<file path="src/rtl/calclk_pkg.sv">
`timescale 1ns/1ps
package calclk_pkg;

    localparam int ADDR_W     = 4;
    localparam int DATA_W     = 8;
    localparam int ALM_FIELDS = 3;

    typedef enum logic [ADDR_W-1:0] {
        RI_SEC      = 4'd0,
        RI_SEC_ALM  = 4'd1,
        RI_MIN      = 4'd2,
        RI_MIN_ALM  = 4'd3,
        RI_HOUR     = 4'd4,
        RI_HOUR_ALM = 4'd5,
        RI_WDAY     = 4'd6,
        RI_MDAY     = 4'd7,
        RI_MON      = 4'd8,
        RI_YEAR     = 4'd9,
        RI_STAT     = 4'd10,
        RI_CTRL     = 4'd11,
        RI_FLAG     = 4'd12
    } reg_idx_e;

    typedef struct packed {
        logic [5:0] sec;
        logic [5:0] min;
        logic [4:0] hour;
        logic [2:0] wday;
        logic [4:0] mday;
        logic [3:0] mon;
        logic [6:0] year;
    } caltime_t;

    typedef struct packed {
        logic freeze;
        logic aie;
        logic uie;
        logic bin;
        logic h24;
    } ctrl_t;

    localparam caltime_t TIME_RESET = '{sec: 6'd0, min: 6'd0, hour: 5'd0,
                                        wday: 3'd1, mday: 5'd1, mon: 4'd1, year: 7'd0};
    localparam ctrl_t    CTRL_RESET = '{freeze: 1'b0, aie: 1'b0, uie: 1'b0,
                                        bin: 1'b0, h24: 1'b1};

    // Number to host byte, BCD or plain binary
    function automatic logic [DATA_W-1:0] to_host(input logic [6:0] v, input logic bin);
        logic [6:0] tens;
        logic [6:0] ones;
        tens = v / 7'd10;
        ones = v - tens * 7'd10;
        return bin ? {1'b0, v} : {tens[3:0], ones[3:0]};
    endfunction

    function automatic logic [6:0] from_host(input logic [DATA_W-1:0] b, input logic bin);
        logic [6:0] r;
        r = 7'(b[7:4]) * 7'd10 + 7'(b[3:0]);
        return bin ? b[6:0] : r;
    endfunction

    function automatic logic [DATA_W-1:0] hour_to_host(input logic [4:0] h, input logic bin,
                                                       input logic h24);
        logic [4:0]        h12;
        logic [DATA_W-1:0] e;
        if (h24) return to_host({2'b00, h}, bin);
        if (h == 5'd0)       h12 = 5'd12;
        else if (h > 5'd12)  h12 = h - 5'd12;
        else                 h12 = h;
        e = to_host({2'b00, h12}, bin);
        return {(h >= 5'd12), e[6:0]};
    endfunction

    function automatic logic [4:0] hour_from_host(input logic [DATA_W-1:0] b, input logic bin,
                                                  input logic h24);
        logic [6:0] v;
        if (h24) begin
            v = from_host(b, bin);
            return v[4:0];
        end
        v = from_host({1'b0, b[6:0]}, bin);
        if (v == 7'd12) return b[7] ? 5'd12 : 5'd0;
        return b[7] ? v[4:0] + 5'd12 : v[4:0];
    endfunction

    function automatic logic [4:0] month_len(input logic [3:0] mon, input logic [6:0] year);
        case (mon)
            4'd2:                     return (year[1:0] == 2'b00) ? 5'd29 : 5'd28;
            4'd4, 4'd6, 4'd9, 4'd11:  return 5'd30;
            default:                  return 5'd31;
        endcase
    endfunction

endpackage

</file>
<file path="src/rtl/calclk_advance.sv">
`timescale 1ns/1ps
module calclk_advance
    import calclk_pkg::*;
(
    input  caltime_t cur,
    output caltime_t nxt
);
    logic [4:0] last_day;

    assign last_day = month_len(cur.mon, cur.year);

    always_comb begin
        nxt     = cur;
        nxt.sec = cur.sec + 6'd1;
        if (cur.sec >= 6'd59) begin
            nxt.sec = 6'd0;
            nxt.min = cur.min + 6'd1;
            if (cur.min >= 6'd59) begin
                nxt.min  = 6'd0;
                nxt.hour = cur.hour + 5'd1;
                if (cur.hour >= 5'd23) begin
                    nxt.hour = 5'd0;
                    nxt.wday = (cur.wday >= 3'd7) ? 3'd1 : cur.wday + 3'd1;
                    nxt.mday = cur.mday + 5'd1;
                    if (cur.mday >= last_day) begin
                        nxt.mday = 5'd1;
                        nxt.mon  = cur.mon + 4'd1;
                        if (cur.mon >= 4'd12) begin
                            nxt.mon  = 4'd1;
                            nxt.year = (cur.year >= 7'd99) ? 7'd0 : cur.year + 7'd1;
                        end
                    end
                end
            end
        end
    end
endmodule

</file>
<file path="src/rtl/calclk_alarm.sv">
`timescale 1ns/1ps
module calclk_alarm
    import calclk_pkg::*;
(
    input  logic [5:0]        t_sec,
    input  logic [5:0]        t_min,
    input  logic [4:0]        t_hour,
    input  logic              bin,
    input  logic              h24,
    input  logic [DATA_W-1:0] alm_sec,
    input  logic [DATA_W-1:0] alm_min,
    input  logic [DATA_W-1:0] alm_hour,
    output logic              hit
);
    logic [DATA_W-1:0]     now_b [ALM_FIELDS];
    logic [DATA_W-1:0]     alm_b [ALM_FIELDS];
    logic [ALM_FIELDS-1:0] f_hit;

    assign now_b[0] = to_host({1'b0, t_sec}, bin);
    assign now_b[1] = to_host({1'b0, t_min}, bin);
    assign now_b[2] = hour_to_host(t_hour, bin, h24);
    assign alm_b[0] = alm_sec;
    assign alm_b[1] = alm_min;
    assign alm_b[2] = alm_hour;

    for (genvar i = 0; i < ALM_FIELDS; i++) begin : g_field
        assign f_hit[i] = (alm_b[i][7:6] == 2'b11) || (alm_b[i] == now_b[i]);
    end

    assign hit = &f_hit;
endmodule

</file>
<file path="src/rtl/calclk_seq.sv">
`timescale 1ns/1ps
module calclk_seq #(
    parameter int LEAD_CYCLES = 8
) (
    input  logic clk,
    input  logic rst,
    input  logic tick,
    input  logic freeze,
    output logic uip,
    output logic commit
);
    localparam int CW = (LEAD_CYCLES > 1) ? $clog2(LEAD_CYCLES) : 1;

    logic          busy_q;
    logic [CW-1:0] cnt_q;

    always_ff @(posedge clk) begin
        if (rst || freeze) begin
            busy_q <= 1'b0;
            cnt_q  <= '0;
        end else if (!busy_q) begin
            if (tick) begin
                busy_q <= 1'b1;
                cnt_q  <= CW'(LEAD_CYCLES - 1);
            end
        end else if (cnt_q == '0) begin
            busy_q <= 1'b0;
        end else begin
            cnt_q <= cnt_q - 1'b1;
        end
    end

    assign uip    = busy_q;
    assign commit = busy_q && (cnt_q == '0) && !freeze;
endmodule

</file>
<file path="src/rtl/calclk_top.sv">
`timescale 1ns/1ps
module calclk_top
    import calclk_pkg::*;
#(
    parameter int LEAD_CYCLES = 8
) (
    input  logic              clk,
    input  logic              rst,
    input  logic              tick_1hz,
    input  logic [ADDR_W-1:0] host_addr,
    input  logic              host_wr,
    input  logic              host_rd,
    input  logic [DATA_W-1:0] host_wdata,
    output logic [DATA_W-1:0] host_rdata,
    output logic              irq
);
    caltime_t          cur_q, nxt_w;
    ctrl_t             ctrl_q;
    logic [DATA_W-1:0] alm_sec_q, alm_min_q, alm_hour_q;
    logic              uf_q, af_q;
    logic              uip_w, commit_w, hit_w, freeze_w, flag_clr, irq_w;
    logic [6:0]        wv;

    assign freeze_w = ctrl_q.freeze;
    assign wv       = from_host(host_wdata, ctrl_q.bin);
    assign flag_clr = host_rd && (host_addr == RI_FLAG);

    calclk_seq #(.LEAD_CYCLES(LEAD_CYCLES)) u_seq (
        .clk(clk), .rst(rst), .tick(tick_1hz), .freeze(freeze_w),
        .uip(uip_w), .commit(commit_w)
    );

    calclk_advance u_adv (.cur(cur_q), .nxt(nxt_w));

    calclk_alarm u_alm (
        .t_sec(nxt_w.sec), .t_min(nxt_w.min), .t_hour(nxt_w.hour),
        .bin(ctrl_q.bin), .h24(ctrl_q.h24),
        .alm_sec(alm_sec_q), .alm_min(alm_min_q), .alm_hour(alm_hour_q),
        .hit(hit_w)
    );

    // Time fields: commit wins, host writes only outside the window
    always_ff @(posedge clk) begin
        if (rst) begin
            cur_q <= TIME_RESET;
        end else if (commit_w) begin
            cur_q <= nxt_w;
        end else if (host_wr && !uip_w) begin
            case (host_addr)
                RI_SEC:  cur_q.sec  <= wv[5:0];
                RI_MIN:  cur_q.min  <= wv[5:0];
                RI_HOUR: cur_q.hour <= hour_from_host(host_wdata, ctrl_q.bin, ctrl_q.h24);
                RI_WDAY: cur_q.wday <= wv[2:0];
                RI_MDAY: cur_q.mday <= wv[4:0];
                RI_MON:  cur_q.mon  <= wv[3:0];
                RI_YEAR: cur_q.year <= wv;
                default: ;
            endcase
        end
    end

    // Alarm bytes and control are always writable
    always_ff @(posedge clk) begin
        if (rst) begin
            alm_sec_q  <= '0;
            alm_min_q  <= '0;
            alm_hour_q <= '0;
            ctrl_q     <= CTRL_RESET;
        end else if (host_wr) begin
            case (host_addr)
                RI_SEC_ALM:  alm_sec_q  <= host_wdata;
                RI_MIN_ALM:  alm_min_q  <= host_wdata;
                RI_HOUR_ALM: alm_hour_q <= host_wdata;
                RI_CTRL: ctrl_q <= '{freeze: host_wdata[7], aie: host_wdata[5],
                                     uie: host_wdata[4], bin: host_wdata[2],
                                     h24: host_wdata[1]};
                default: ;
            endcase
        end
    end

    // Flags: a set in the clearing cycle survives
    always_ff @(posedge clk) begin
        if (rst) begin
            uf_q <= 1'b0;
            af_q <= 1'b0;
        end else begin
            uf_q <= (uf_q && !flag_clr) || commit_w;
            af_q <= (af_q && !flag_clr) || (commit_w && hit_w);
        end
    end

    assign irq_w = (uf_q && ctrl_q.uie) || (af_q && ctrl_q.aie);
    assign irq   = irq_w;

    always_comb begin
        case (host_addr)
            RI_SEC:      host_rdata = to_host({1'b0, cur_q.sec}, ctrl_q.bin);
            RI_SEC_ALM:  host_rdata = alm_sec_q;
            RI_MIN:      host_rdata = to_host({1'b0, cur_q.min}, ctrl_q.bin);
            RI_MIN_ALM:  host_rdata = alm_min_q;
            RI_HOUR:     host_rdata = hour_to_host(cur_q.hour, ctrl_q.bin, ctrl_q.h24);
            RI_HOUR_ALM: host_rdata = alm_hour_q;
            RI_WDAY:     host_rdata = to_host({4'b0, cur_q.wday}, ctrl_q.bin);
            RI_MDAY:     host_rdata = to_host({2'b0, cur_q.mday}, ctrl_q.bin);
            RI_MON:      host_rdata = to_host({3'b0, cur_q.mon}, ctrl_q.bin);
            RI_YEAR:     host_rdata = to_host(cur_q.year, ctrl_q.bin);
            RI_STAT:     host_rdata = {uip_w, 7'b0};
            RI_CTRL:     host_rdata = {ctrl_q.freeze, 1'b0, ctrl_q.aie, ctrl_q.uie,
                                       1'b0, ctrl_q.bin, ctrl_q.h24, 1'b0};
            RI_FLAG:     host_rdata = {irq_w, 1'b0, af_q, uf_q, 4'b0};
            default:     host_rdata = '0;
        endcase
    end
endmodule

</file>
<file path="config.mk">
export PLATFORM = sky130hd
export DESIGN_NAME = calclk_top
export DESIGN_NICKNAME = d
export VERILOG_FILES = /design/src/rtl/calclk_pkg.sv /design/src/rtl/calclk_advance.sv /design/src/rtl/calclk_alarm.sv /design/src/rtl/calclk_seq.sv /design/src/rtl/calclk_top.sv
export SDC_FILE = /design/constraint.sdc
export NUM_CORES = 1
export LEC_CHECK = 0
export ABC_AREA = 1
export BUFFER_PORTS_ARGS = -buffer_cell sky130_fd_sc_hd__buf_2
export CAP_MARGIN = 20
export CELL_PAD_IN_SITES_DETAIL_PLACEMENT = 2
export CELL_PAD_IN_SITES_GLOBAL_PLACEMENT = 2
export CORE_MARGIN = 3
export CORE_UTILIZATION = 38
export DETAILED_ROUTE_END_ITERATION = 10
export GPL_TIMING_DRIVEN = 0
export PLACE_DENSITY_LB_ADDON = 0.1
export SYNTH_ARGS = -nofsm -noshare
export SYNTH_HDL_FRONTEND = slang
export SYNTH_HIERARCHICAL = 1
export SYNTH_SLANG_ARGS = --single-unit
</file>
<file path="constraint.sdc">
create_clock -name clk -period 9.5 [get_ports clk]
set_clock_uncertainty 0.15 [all_clocks]
set_input_delay 1.9 -clock clk [delete_from_list [all_inputs] [get_ports clk]]
set_output_delay 1.9 -clock clk [all_outputs]
set_load 0.05 [all_outputs]
</file>
* After elaboration in Yosys (flattened, before gate mapping) *
Index checks and enable logic that the tools add are counted.

storage, ports and cells
  bits in read-only memories = 0
  bits in latches = 0
  memory bits (writable) = 0
  register bits = 71
  memories = 0
  input bits = 17

cells by class
  shifts and indexed selects = 0
  bitwise operators = 0
  reductions and logical operators = 47
  equal/unequal tests = 30
  muxes and demuxes = 67
  div/mod/pow operators = 12
  $mul = 14
  $lt $le $gt $ge = 11
  $add $sub $neg = 25

operator list
  kind                                                       number
  2-to-1 mux 8 bit                                           14
  2-to-1 mux 36 bit                                          3
  case mux 8 bit (13 select lines)                           1
  multiplier 7 x 3 -> 3 bit (second input constant)          12
  2-to-1 mux 5 bit                                           14
  subtractor 4 bit                                           11
  2-to-1 mux 7 bit                                           6
  divider 5 x 4 -> 7 bit (second input constant)             5
  2-to-1 mux 30 bit                                          1
  divider 6 x 4 -> 7 bit (second input constant)             4
  equality test 4 bit (second input constant)                7
  equality test 4 x 3 -> 1 bit (second input constant)       6
  equality test 8 bit                                        3
  2-to-1 mux 24 bit                                          1
  nonzero test 2 bit                                         9
  2-to-1 mux 16 bit                                          1
  AND reduction 2 bit                                        8
  2-to-1 mux 1 bit                                           15
  2-to-1 mux 3 bit                                           5
  adder 7 x 4 -> 7 bit                                       2
  adder 6 x 1 -> 6 bit (second input constant)               2
  equality test 4 x 2 -> 1 bit (second input constant)       3
  greater-or-equal comparator 6 bit (second input constant)  2
  2-to-1 mux 6 bit                                           2
  other kinds (40)                                           69

* Depth between registers and ports, before layout *
Gate-level depths: netlist of the first run.

  depth in word-level cells = 22
  mapped depth = 41
  depth with buffers taken out = 41

* Hierarchy *
The synthesis of the first run kept the hierarchy.

modules (own cells, without submodules)
  module          instances  cells each  seq. area each (µm²)  area an instance (µm²)
  calclk_top      1          820         1341.3                5326.4
  calclk_alarm    1          240         0.0                   1437.6
  calclk_advance  1          233         0.0                   1257.5
  calclk_seq      1          36          80.1                  237.7

* Worst setup path before layout of the first run *
No wires, ideal clock.

  path type = reg-to-output
  start point = register cur_q[22] (netlist name)
  end point = output port host_rdata[2]
  setup slack = 3.912 ns
  required time = 7.450 ns
  cell stages (with the launch flop) = 25
  arrival time = 3.538 ns
  cell sequence = dfxtp_1 > ha_1 > inv_1 > nor2_1 > nand2_1 > nand2_1 > nand2_1 > nand3_1 > inv_2 > nand2_1 > ha_1 > inv_1 > nand2_1 > inv_1 > ha_1 > nand2_1 > nand2_1 > nand3_2 > ha_1 > inv_1 > fa_1 > a21oi_1 > a21oi_1 > o21ai_0 > o2111ai_1

on the way
  word-level cells in the longest chain between the ends = 11

ends and longest elaborated chain
  element                                                                          RTL line          text
  start, declared                                                                  calclk_top.sv:17  caltime_t cur_q, nxt_w;
  start signal, assigned                                                           calclk_top.sv:47  cur_q <= nxt_w;
  subtractor 5 x 4 -> 5 bit / > comparator 5 x 4 -> 1 bit (equally long branches)  calclk_pkg.sv:68  else if (h > 5'd12) h12 = h - 5'd12;
  2-to-1 mux 5 bit                                                                 calclk_pkg.sv:68
  2-to-1 mux 5 bit (2 in a row)                                                    calclk_pkg.sv:67  if (h == 5'd0) h12 = 5'd12;
  2-to-1 mux 5 bit                                                                 calclk_top.sv:97  case (host_addr)
  divider 5 x 4 -> 7 bit                                                           calclk_pkg.sv:51  tens = v / 7'd10;
  multiplier 7 x 3 -> 3 bit                                                        calclk_pkg.sv:52  ones = v - tens * 7'd10;
  subtractor 4 bit                                                                 calclk_pkg.sv:52
  2-to-1 mux 7 bit                                                                 calclk_pkg.sv:53  return bin ? {1'b0, v} : {tens[3:0], ones[3:0]};
  2-to-1 mux 8 bit *                                                               calclk_pkg.sv:67
  case mux 8 bit (13 select lines) *                                               calclk_top.sv:97
  end, declared                                                                    calclk_top.sv:14  output logic [DATA_W-1:0] host_rdata,

Every way passes the cells marked *; elsewhere a longest branch is shown, timed or not. The select of a mux whose other input is x is not followed.

==> results by group, run 1 <==
Min path
  • Hold Crit Depth: 2
  • Min-delay worst type: reg -> reg

Die
  • Die Height: 153 um
  • DIE AREA: 0.0235 mm2
  • Std-Cell Rows: 53
  • Initial Util: 38.9%
  • DIE WIDTH: 153 um
  • Core area: 0.0212 mm2
  • Ports: 26

Logic synthesis
  • Post-Synth XOR/XNOR Area: 2.12%
  • Mapped cell area: 0.00826 mm2
  • Top cells by area, synth: dfxtp_1 17%, nand2_1 14%, ha_1 9.5%
  • Commonest register cell after synthesis: dfxtp_1
  • Async S/R FF share, synth: 0%
  • Number of synthesized flops with an enable pin: 0
  • Commonest cells in the netlist: 306 x nand2_1, 183 x inv_1, 113 x nor2_1, 97 x a21oi_1, 94 x nand3_1
  • Most common cell in the synthesized netlist: nand2_1
  • Sequential share of the synthesized area: 17.2%
  • Post-synthesis simple-gate area fraction: 35.0%
  • Synth Area in Adders: 12.2%
  • #FFs+latches synth: 71
  • Area leader, netlist: dfxtp_1
  • Net Count, Synth: 1420
  • Post-synthesis mux area share: 0.364%
  • Netlist cell types: 59
  • YS warnings: 6
  • Compound-Gate Fraction of Synth Area: 21.8%
  • Share of the synthesized area in the top cell type: 17.2%
  • Synth Instances: 1329
  • Largest family of logic cells by synthesized area: simple AND/OR/NAND/NOR gates
  • Post-Syn Area per Cell: 6.21 um2

CTS
  • PostCTS Resize Cnt: 0
  • Hold-fix buffers, CTS: 0
  • Worst-path clk slew: 0.06 ns
  • Root buffer cell: clkbuf_16
  • CTS Buffer Depth: 2
  • CTS sink count: 71
  • Setup bufs post-CTS: 0
  • Skew-Pair Late Insertion Delay: 0.35 ns
  • Num CTS Buffers: 9
  • CTS tree: done
  • H-tree depth: 3

Run
  • Total of max-cap violations: 0

STA
  • Final Max Tran Viols: 0
  • Rel. slew slack: 38.5%
  • Final setup viols: 0
  • Setup TNS Final: 0 ns
  • Period utilization: 70.9%
  • WHS: 0.328 ns
  • Measured slew at the worst slew-check pin: 0.917 ns
  • Period minus WS final: 6.74 ns
  • Peak Freq: 148 MHz
  • Final hold violations: 0
  • RSZ-0062 raised after global routing: false

Worst setup path
  • Crit path kind: reg -> reg
  • CP arrival: 6.86 ns
  • CP peak stage delay: 0.49 ns
  • Crit start category: register
  • Worst Path Max Fanout: 8
  • Slowest CP cell: o21ai_1
  • CP delay by family, top: simple AND/OR/NAND/NOR gates
  • CP Capture Type: register
  • WP buf/inv: 6
  • Reg2reg path depth: 37
  • Most common cell on crit path: nand2_1
  • WP depth: 37
  • Critical Path RT: 9.62 ns

Route
  • DRT Wirelength: 37.1 mm
  • First-pass iteration count of the detailed router: 5
  • Routed len/inst: 22.5 um
  • Vias per inst: 5.84
  • Initial detailed-routing violation count: 654
  • ANT nets after route: 0
  • Number of remaining DRC errors: 0
  • Via count: 9606

Global routing
  • Initial antenna violation count: 0
  • All-Layer GR Usage: 31.2%
  • Vias in the first global route: 10200
  • Largest net degree at the start of global routing: 12
  • Global route overflow: 0
  • First-pass GRT wire length: 58.4 mm

Placed design
  • Hpwl dp: 28.7 mm
  • Port bufs: 25
  • GP Congestion: 0.925
  • Dpl cell area: 0.00873 mm2

Cells and area
  • Synth-to-Final Area Change: 9.30%
  • Total Nets Final: 1456
  • Ant diodes: 0
  • Layout cells sized above 1: 11.6%
  • Post-route cell area: 0.00903 mm2

Power and ir drop
  • Leak: 4.02 nW
  • Worst VDD drop: 0.0000857 V
  • Pwr dens: 141 mW/mm2

Run status
  • Status: finished, final reports clean
[sequential cells by signal (all words and copies together) (netlist names), 3 cells and up]
signal / count
ctrl_q: 4
cur_q: 36
alm_hour_q: 8
alm_sec_q: 8
u_seq/cnt_q: 3
alm_min_q: 8
[path summary, 6_finish.rpt]
kind	start	to	slack [ns]
min	uf_q$_SDFF_PP0_	uf_q$_SDFF_PP0_	0.33
max reg2reg	cur_q[19]$_SDFFE_PP0P_	af_q$_SDFF_PP0_	2.76
min reg2reg	uf_q$_SDFF_PP0_	uf_q$_SDFF_PP0_	0.33
max	cur_q[19]$_SDFFE_PP0P_	af_q$_SDFF_PP0_	2.76
[power by group]
group	total, W	leakage (nW)	switching (W)	internal (W)
registers	0.000348	0.577	0.0000333	0.000315
logic	0.000561	3.30	0.000380	0.000181
clock network	0.000360	0.145	0.000144	0.000216
[cells by family (layout without fill, tap and decap cells)]
kind of cell / count (synthesis) / in the layout
DFF: 71 / 71
AOI/OAI and AO/OA: 301 / 301
and+or+nand+nor: 620 / 620
buffers and inverters: 240 / 280
xor gates and xnor gates: 20 / 20
muxes: 3 / 3
adders and majority gates: 74 / 74
[worst min-delay path, cell delays in order (launching register included)]
cell and delay, ns:
dfxtp_1 0.31, nand2_1 0.06, a21oi_1 0.06
[through the flow]
step / setup slack [ns] / instances / util [%] / total power [W]
after detailed placement: 2.80 / 1629 / 41.1 / 0.000902
after floorplan: 3.91 / 1329 / - / 0.000735
after global routing: 2.15 / 1644 / 42.5 / 0.00136
after CTS: 2.73 / 1644 / 42.5 / 0.00127
final: 2.76 / 1644 / 42.5 / 0.00127
after global placement: 3.02 / 1629 / 41.1 / 0.000874
[per-layer routing]
layer / global-route usage [%] / vias to the layer above / wire [um]
met2: 52.6 / 269 / 17500
li1: - / 4488 / -
met4: 10.0 / 0 / 1170
met3: 3.82 / 62 / 1930
met5: 0 / - / 0
met1: 41.5 / 4787 / 16500
[cells in the final DEF (no fill, tap or decap), types with 14 or more instances in the layout]
cell      synthesis  routed
inv_1           183     183
nand2_2          25      25
buf_2             4      29
nand3_2          18      18
inv_2            26      26
nand2_1         306     306
o21ai_0          72      72
ha_1             63      63
dfxtp_1          71      71
a21oi_1          97      97
o21ai_1          27      27
nor3_1           14      14
clkbuf_1         22      23
a31oi_1          23      23
nand3_1          94      94
nor2_1          113     113
[final cells by class]
class                   instances  area (um2)
clock buffers                  12         256
multi-input cells            1018        5900
plain buffers                  30         144
well taps                     275         344
repair buffers                 25         125
inverters                     210         791
flip-flops and latches         71        1420
clock inverters                 3        42.5
fillers                      2678       12200
Power figures use the tool's default switching activity.
==> inputs of run 2 (changes only) <==
--- a/config.mk
+++ b/config.mk
@@ -11,7 +11,7 @@
 export CELL_PAD_IN_SITES_DETAIL_PLACEMENT = 2
 export CELL_PAD_IN_SITES_GLOBAL_PLACEMENT = 2
 export CORE_MARGIN = 3
-export CORE_UTILIZATION = 38
+export CORE_UTILIZATION = 35
 export DETAILED_ROUTE_END_ITERATION = 10
 export GPL_TIMING_DRIVEN = 0
 export PLACE_DENSITY_LB_ADDON = 0.1
==> constraint.sdc (replaced) <==
create_clock -name clk -period 6.9 [get_ports clk]
set_clock_uncertainty 0.15 [all_clocks]
set_input_delay 1.38 -clock clk [delete_from_list [all_inputs] [get_ports clk]]
set_output_delay 1.38 -clock clk [all_outputs]
set_load 0.05 [all_outputs]
==> results by group, run 2 (synthesis gave the netlist of run 1 again) <==
STA
  • Setup TNS Final: 0 ns (unchanged)
  • RSZ-0062 raised after global routing: false
  • Peak Freq: 157 MHz (+5.9%)
  • Period utilization: 92.2% (+21 points)
  • Setup WS post-layout: 0.537 ns (-2.23 ns)
  • WHS: 0.316 ns (-0.0116 ns)
  • Final hold violations: 0 (unchanged)
  • Period minus WS final: 6.36 ns (-0.374 ns)
  • Final Max Tran Viols: 0 (unchanged)
  • Rel. slew slack: 36.6% (-1.9 points)
  • Measured slew at the worst slew-check pin: 0.941 ns (+0.0240 ns)
  • Final setup viols: 0 (unchanged)

Route
  • Initial detailed-routing violation count: 567 (-13%)
  • First-pass iteration count of the detailed router: 5 (unchanged)
  • Met2 wire len: 16.6 mm (-4.8%)
  • M1 WL: 16.4 mm (-0.99%)
  • Routed len/inst: 21.2 um (-5.9%)
  • Number of remaining DRC errors: 0 (unchanged)
  • DRT Wirelength: 35.7 mm (-3.6%)
  • ANT nets after route: 0 (unchanged)
  • DR top layer: met4
  • WL met3: 1.74 mm (-9.7%)
  • Via count: 9433 (-1.8%)
  • Vias per inst: 5.60 (-4.1%)

Cells and area
  • Fillers: 2910 (+8.7%)
  • Number of flip-flops under the largest register name: 36 (unchanged)
  • Commonest non-fill, non-tap cell in the layout: nand2_1
  • Layout cells sized above 1: 11.9% (+0.28 points)
  • Ant diodes: 0 (unchanged)
  • Largest Register: cur_q
  • Total Nets Final: 1456 (unchanged)
  • Synth-to-Final Area Change: 9.77%
  • Commonest non-fill, non-tap cells in the layout: 306 x nand2_1, 183 x inv_1, 113 x nor2_1

Power and ir drop
  • Leak: 4.02 nW (about the same)
  • Worst VDD drop: 0.000119 V (+39%)
  • Pwr dens: 188 mW/mm2 (+34%)

Global routing
  • All-Layer GR Usage: 28.0% (-3.2 points)
  • Initial antenna violation count: 0 (unchanged)
  • First-pass GRT wire length: 56.6 mm (-3.0%)
  • Global route overflow: 0 (unchanged)
  • Largest net degree at the start of global routing: 14 (+2)
  • Vias in the first global route: 9881 (-2.9%)

Die
  • Core area: 0.0229 mm2 (+8.0%)
  • Ports: 26 (unchanged)
  • Die Height: 160 um (+4.0%)
  • Std-Cell Rows: 55 (+3.8%)
  • DIE AREA: 0.0255 mm2 (+8.2%)
  • Initial Util: 36.0% (-2.9 points)
  • DIE WIDTH: 160 um (+4.0%)

Worst setup path
  • Crit path kind: reg -> reg
  • Worst Path Max Fanout: 8 (unchanged)
  • Reg-to-reg slack, setup: 0.54 ns (-2.23 ns)
  • CP Capture Type: register
  • Most common cell on crit path: nand2_1
  • Slowest CP cell: fa_1
  • Critical Path RT: 7.03 ns (-2.59 ns)
  • CP peak stage delay: 0.48 ns (about the same)
  • Crit start category: register
  • CP arrival: 6.49 ns (-0.37 ns)

CTS
  • Num CTS Buffers: 9 (unchanged)
  • CTS tree: done
  • CTS Buffer Depth: 2 (unchanged)
  • Root buffer cell: clkbuf_16
  • CTS sink count: 71 (unchanged)
  • Worst-path clk slew: 0.06 ns (about the same)
  • H-tree depth: 3 (unchanged)
  • Skew-Pair Late Insertion Delay: 0.36 ns (about the same)
  • Setup bufs post-CTS: 0 (unchanged)

Placed design
  • Hpwl dp: 28.6 mm (-0.42%)
  • Port bufs: 25 (unchanged)
  • Pre-CTS setup slack: 0.270 ns (-2.53 ns)
  • GP Congestion: 0.920 (-0.50%)

Min path
  • Min-delay worst type: reg -> reg

Run
  • Total of max-cap violations: 0 (unchanged)

Run status
  • Status: finished, final reports clean
==> run 2: cell types whose count changed in the layout (fill, tap and decap cells not counted) <==
cell and change:
clkbuf_8 -1, o21ai_2 +2, clkinv_2 +1, inv_6 +2, bufinv_16 -1, o21ai_1 -2
clkbuf_1 -1, clkinv_4 +1
==> run 2: area by class of cell <==
class / count / area, um2 / area share [%]
well taps: 313 / 392 / 4.32
inverters: 210 / 791 / 8.72
clock inverters: 6 / 43.8 / 0.483
clock buffers: 10 / 239 / 2.64
repair buffers: 25 / 125 / 1.38
flip-flops and latches: 71 / 1420 / 15.7
plain buffers: 30 / 144 / 1.59
multi-input cells: 1018 / 5910 / 65.2
==> run 2: routing by layer <==
| layer | up-vias | track usage [%] |
|---|---|---|
| met5 | - | 0 |
| met4 | 0 | 7.96 |
| met3 | 56 | 3.42 |
| met2 | 224 | 46.8 |
| met1 | 4673 | 38.1 |
| li1 | 4480 | - |
==> run 2: what timing repair did <==
item                                    CTS  global route
gates resized for setup                   0             2
hold buffers                              0             0
endpoints found under the setup margin    0             1
==> run 2: metrics by stage <==
step	instances	total power (W)	utilization (%)	instance area, um2
3_5_place_dp	1667	0.00124	38.3	8780
5_1_grt	1683	0.00183	39.6	9070
3_3_place_gp	1667	0.00121	38.3	8780
4_1_cts	1683	0.00171	39.5	9060
2_1_floorplan	1329	0.00101	-	8260
6_report	1683	0.00170	39.6	9070
==> run 2: final timing paths <==
| kind | start | cells after the start | endpoint |
|---|---|---|---|
| hold / removal | uf_q$_SDFF_PP0_ | 2 | uf_q$_SDFF_PP0_ |
| hold reg to reg | uf_q$_SDFF_PP0_ | 2 | uf_q$_SDFF_PP0_ |
| setup / recovery | cur_q[20]$_SDFFE_PP0P_ | 37 | af_q$_SDFF_PP0_ |
| setup reg to reg | cur_q[20]$_SDFFE_PP0P_ | 37 | af_q$_SDFF_PP0_ |
==> run 2: critical path, delay by kind of cell (launching register included) <==
family / cells / cell delay, ns
buf+inv: 6 / 0.75
compound gates: 6 / 1.27
flops: 1 / 0.44
simple gates: 19 / 2.04
fa+ha+maj: 6 / 1.65
==> run 2: power by group <==
part           switching [W]  total [W]  internal (W)
clock               0.000207   0.000462      0.000255
combinational       0.000513   0.000761      0.000248
sequential         0.0000452   0.000479      0.000434
total               0.000765    0.00170      0.000937
==> inputs of run 3 (changes only) <==
--- a/config.mk
+++ b/config.mk
@@ -6,15 +6,16 @@
 export NUM_CORES = 1
 export LEC_CHECK = 0
 export ABC_AREA = 1
-export BUFFER_PORTS_ARGS = -buffer_cell sky130_fd_sc_hd__buf_2
 export CAP_MARGIN = 20
 export CELL_PAD_IN_SITES_DETAIL_PLACEMENT = 2
 export CELL_PAD_IN_SITES_GLOBAL_PLACEMENT = 2
 export CORE_MARGIN = 3
-export CORE_UTILIZATION = 35
+export CORE_UTILIZATION = 36
 export DETAILED_ROUTE_END_ITERATION = 10
+export DONT_BUFFER_PORTS = 1
 export GPL_TIMING_DRIVEN = 0
 export PLACE_DENSITY_LB_ADDON = 0.1
+export RECOVER_POWER = 25
 export SYNTH_ARGS = -nofsm -noshare
 export SYNTH_HDL_FRONTEND = slang
 export SYNTH_HIERARCHICAL = 1
==> results by group, run 3 (synthesis gave the netlist of run 1 again) <==
CTS
  • CTS sink count: 71 (unchanged)
  • Hold-fix buffers, CTS: 0 (unchanged)
  • Skew-Pair Late Insertion Delay: 0.36 ns (about the same)
  • Root buffer cell: clkbuf_16
  • H-tree depth: 3 (unchanged)
  • Setup bufs post-CTS: 0 (unchanged)
  • Worst-path clk slew: 0.06 ns (about the same)
  • Num CTS Buffers: 9 (unchanged)
  • CTS tree: done
  • CTS Buffer Depth: 2 (unchanged)
  • PostCTS Resize Cnt: 0 (unchanged)

STA
  • Final setup viols: 0 (unchanged)
  • Rel. slew slack: 22.2% (-14 points)
  • Peak Freq: 158 MHz (+0.55%)
  • Measured slew at the worst slew-check pin: 1.17 ns (+0.224 ns)
  • Setup TNS Final: 0 ns (unchanged)
  • WHS: 0.323 ns (+0.00719 ns)
  • Period minus WS final: 6.33 ns (-0.0347 ns)
  • Final hold violations: 0 (unchanged)
  • Final Max Tran Viols: 0 (unchanged)
  • RSZ-0062 raised after global routing: false
  • Period utilization: 91.7% (-0.50 points)

Die
  • Ports: 26 (unchanged)
  • Initial Util: 37.3% (+1.2 points)
  • Std-Cell Rows: 54 (-1.8%)
  • Core area: 0.0222 mm2 (-3.3%)
  • DIE WIDTH: 157 um (-1.3%)
  • Die Height: 157 um (-1.3%)
  • DIE AREA: 0.0248 mm2 (-2.7%)

Cells and area
  • Commonest non-fill, non-tap cell in the layout: nand2_1
  • Total Nets Final: 1434 (-1.5%)
  • Commonest non-fill, non-tap cells in the layout: 307 x nand2_1, 183 x inv_1, 113 x nor2_1
  • Post-route cell area: 0.00898 mm2 (-0.99%)
  • Number of flip-flops under the largest register name: 36 (unchanged)
  • Area of the multi-input gates: 0.00591 mm2 (about the same)
  • Flip-flop and latch area: 0.00142 mm2 (unchanged)
  • Layout cells sized above 1: 10.1% (-1.8 points)
  • Ant diodes: 0 (unchanged)
  • Largest Register: cur_q
  • Fillers: 2834 (-2.6%)
  • Final std cells w/o fill: 1627 (-3.3%)
  • Synth-to-Final Area Change: 8.68%

Placed design
  • GP Congestion: 0.936 (+1.7%)
  • Hpwl dp: 28.7 mm (+0.39%)
  • Port bufs: 0 (-100%)
  • Placed instance count: 1610 (-3.4%)
  • Dpl cell area: 0.00862 mm2 (-1.8%)

Route
  • DRT Wirelength: 36.5 mm (+2.2%)
  • Routed len/inst: 22.4 um (+5.7%)
  • ANT nets after route: 0 (unchanged)
  • Initial detailed-routing violation count: 584 (+3.0%)
  • Via count: 9383 (-0.53%)
  • First-pass iteration count of the detailed router: 5 (unchanged)
  • Number of remaining DRC errors: 0 (unchanged)
  • Vias per inst: 5.77 (+2.9%)

Worst setup path
  • Worst Path Max Fanout: 9 (+1)
  • Crit start category: register
  • Crit path kind: reg -> out
  • CP Capture Type: primary output
  • CP arrival: 4.80 ns (-1.69 ns)
  • Critical Path RT: 5.37 ns (-1.66 ns)

Global routing
  • First-pass GRT wire length: 57.9 mm (+2.2%)
  • Global route overflow: 0 (unchanged)
  • All-Layer GR Usage: 30.2% (+2.2 points)
  • Vias in the first global route: 9981 (+1.0%)
  • Initial antenna violation count: 0 (unchanged)
  • Largest net degree at the start of global routing: 12 (-2)

Power and ir drop
  • Pwr dens: 201 mW/mm2 (+6.9%)
  • Worst VDD drop: 0.000137 V (+15%)
  • Leak: 3.95 nW (-1.8%)

Run
  • Total of max-cap violations: 0 (unchanged)

Min path
  • Min-delay worst type: reg -> reg

Run status
  • Status: finished, final reports clean
[run 3: worst paths after layout]
kind         slack (ns)              startpoint         endpoint  cells after the start
max                0.57  cur_q[21]$_SDFFE_PP0P_    host_rdata[2]                     21
min reg2reg        0.32         uf_q$_SDFF_PP0_  uf_q$_SDFF_PP0_                      2
max reg2reg        0.60  cur_q[19]$_SDFFE_PP0P_  af_q$_SDFF_PP0_                     37
min                0.32         uf_q$_SDFF_PP0_  uf_q$_SDFF_PP0_                      2
[run 3: area by class of cell]
cell class	count	area share, %
Buffer	30	1.60
Tap cell	280	3.90
Clock buffer	12	2.86
Multi-Input combinational cell	1018	65.8
Clock inverter	3	1.00
Timing Repair Buffer	3	0.167
Inverter	210	8.81
Sequential cell	71	15.8
[run 3: per-layer routing]
layer,track usage (%),wire length (um)
met1,40.8,16300
met2,50.0,17100
met3,4.29,2090
met4,9.50,1000
met5,0,0
[run 3: power by group]
group	switching (W)	total, W	internal [W]
registers	0.0000455	0.000479	0.000434
clock network	0.000202	0.000573	0.000372
logic	0.000506	0.000750	0.000244
total	0.000753	0.00180	0.00105
[run 3: stage by stage]
stage	worst slack [ns]	utilization (%)	total power (W)
after floorplan	1.69	-	0.00101
after global placement	0.440	38.8	0.00119
after detailed placement	0.318	38.9	0.00123
after CTS	0.276	40.4	0.00181
after global routing	0.145	40.5	0.00193
final	0.572	40.5	0.00180
[run 3: worst max-delay path, cell delays in order (launching register included)]
cell and delay [ns]:
dfxtp_1 0.57, inv_1 0.28, ha_1 0.38, nand3_1 0.09, nand3_1 0.17, inv_2 0.15
nand2_1 0.09, ha_1 0.20, inv_1 0.10, nand2_1 0.09, inv_1 0.15, ha_1 0.26
nand2_1 0.07, nand2_1 0.08, nand3_2 0.11, ha_1 0.15, inv_1 0.05, fa_1 0.49
a21oi_1 0.07, a21oi_1 0.21, o21ai_0 0.14, o2111ai_1 0.55
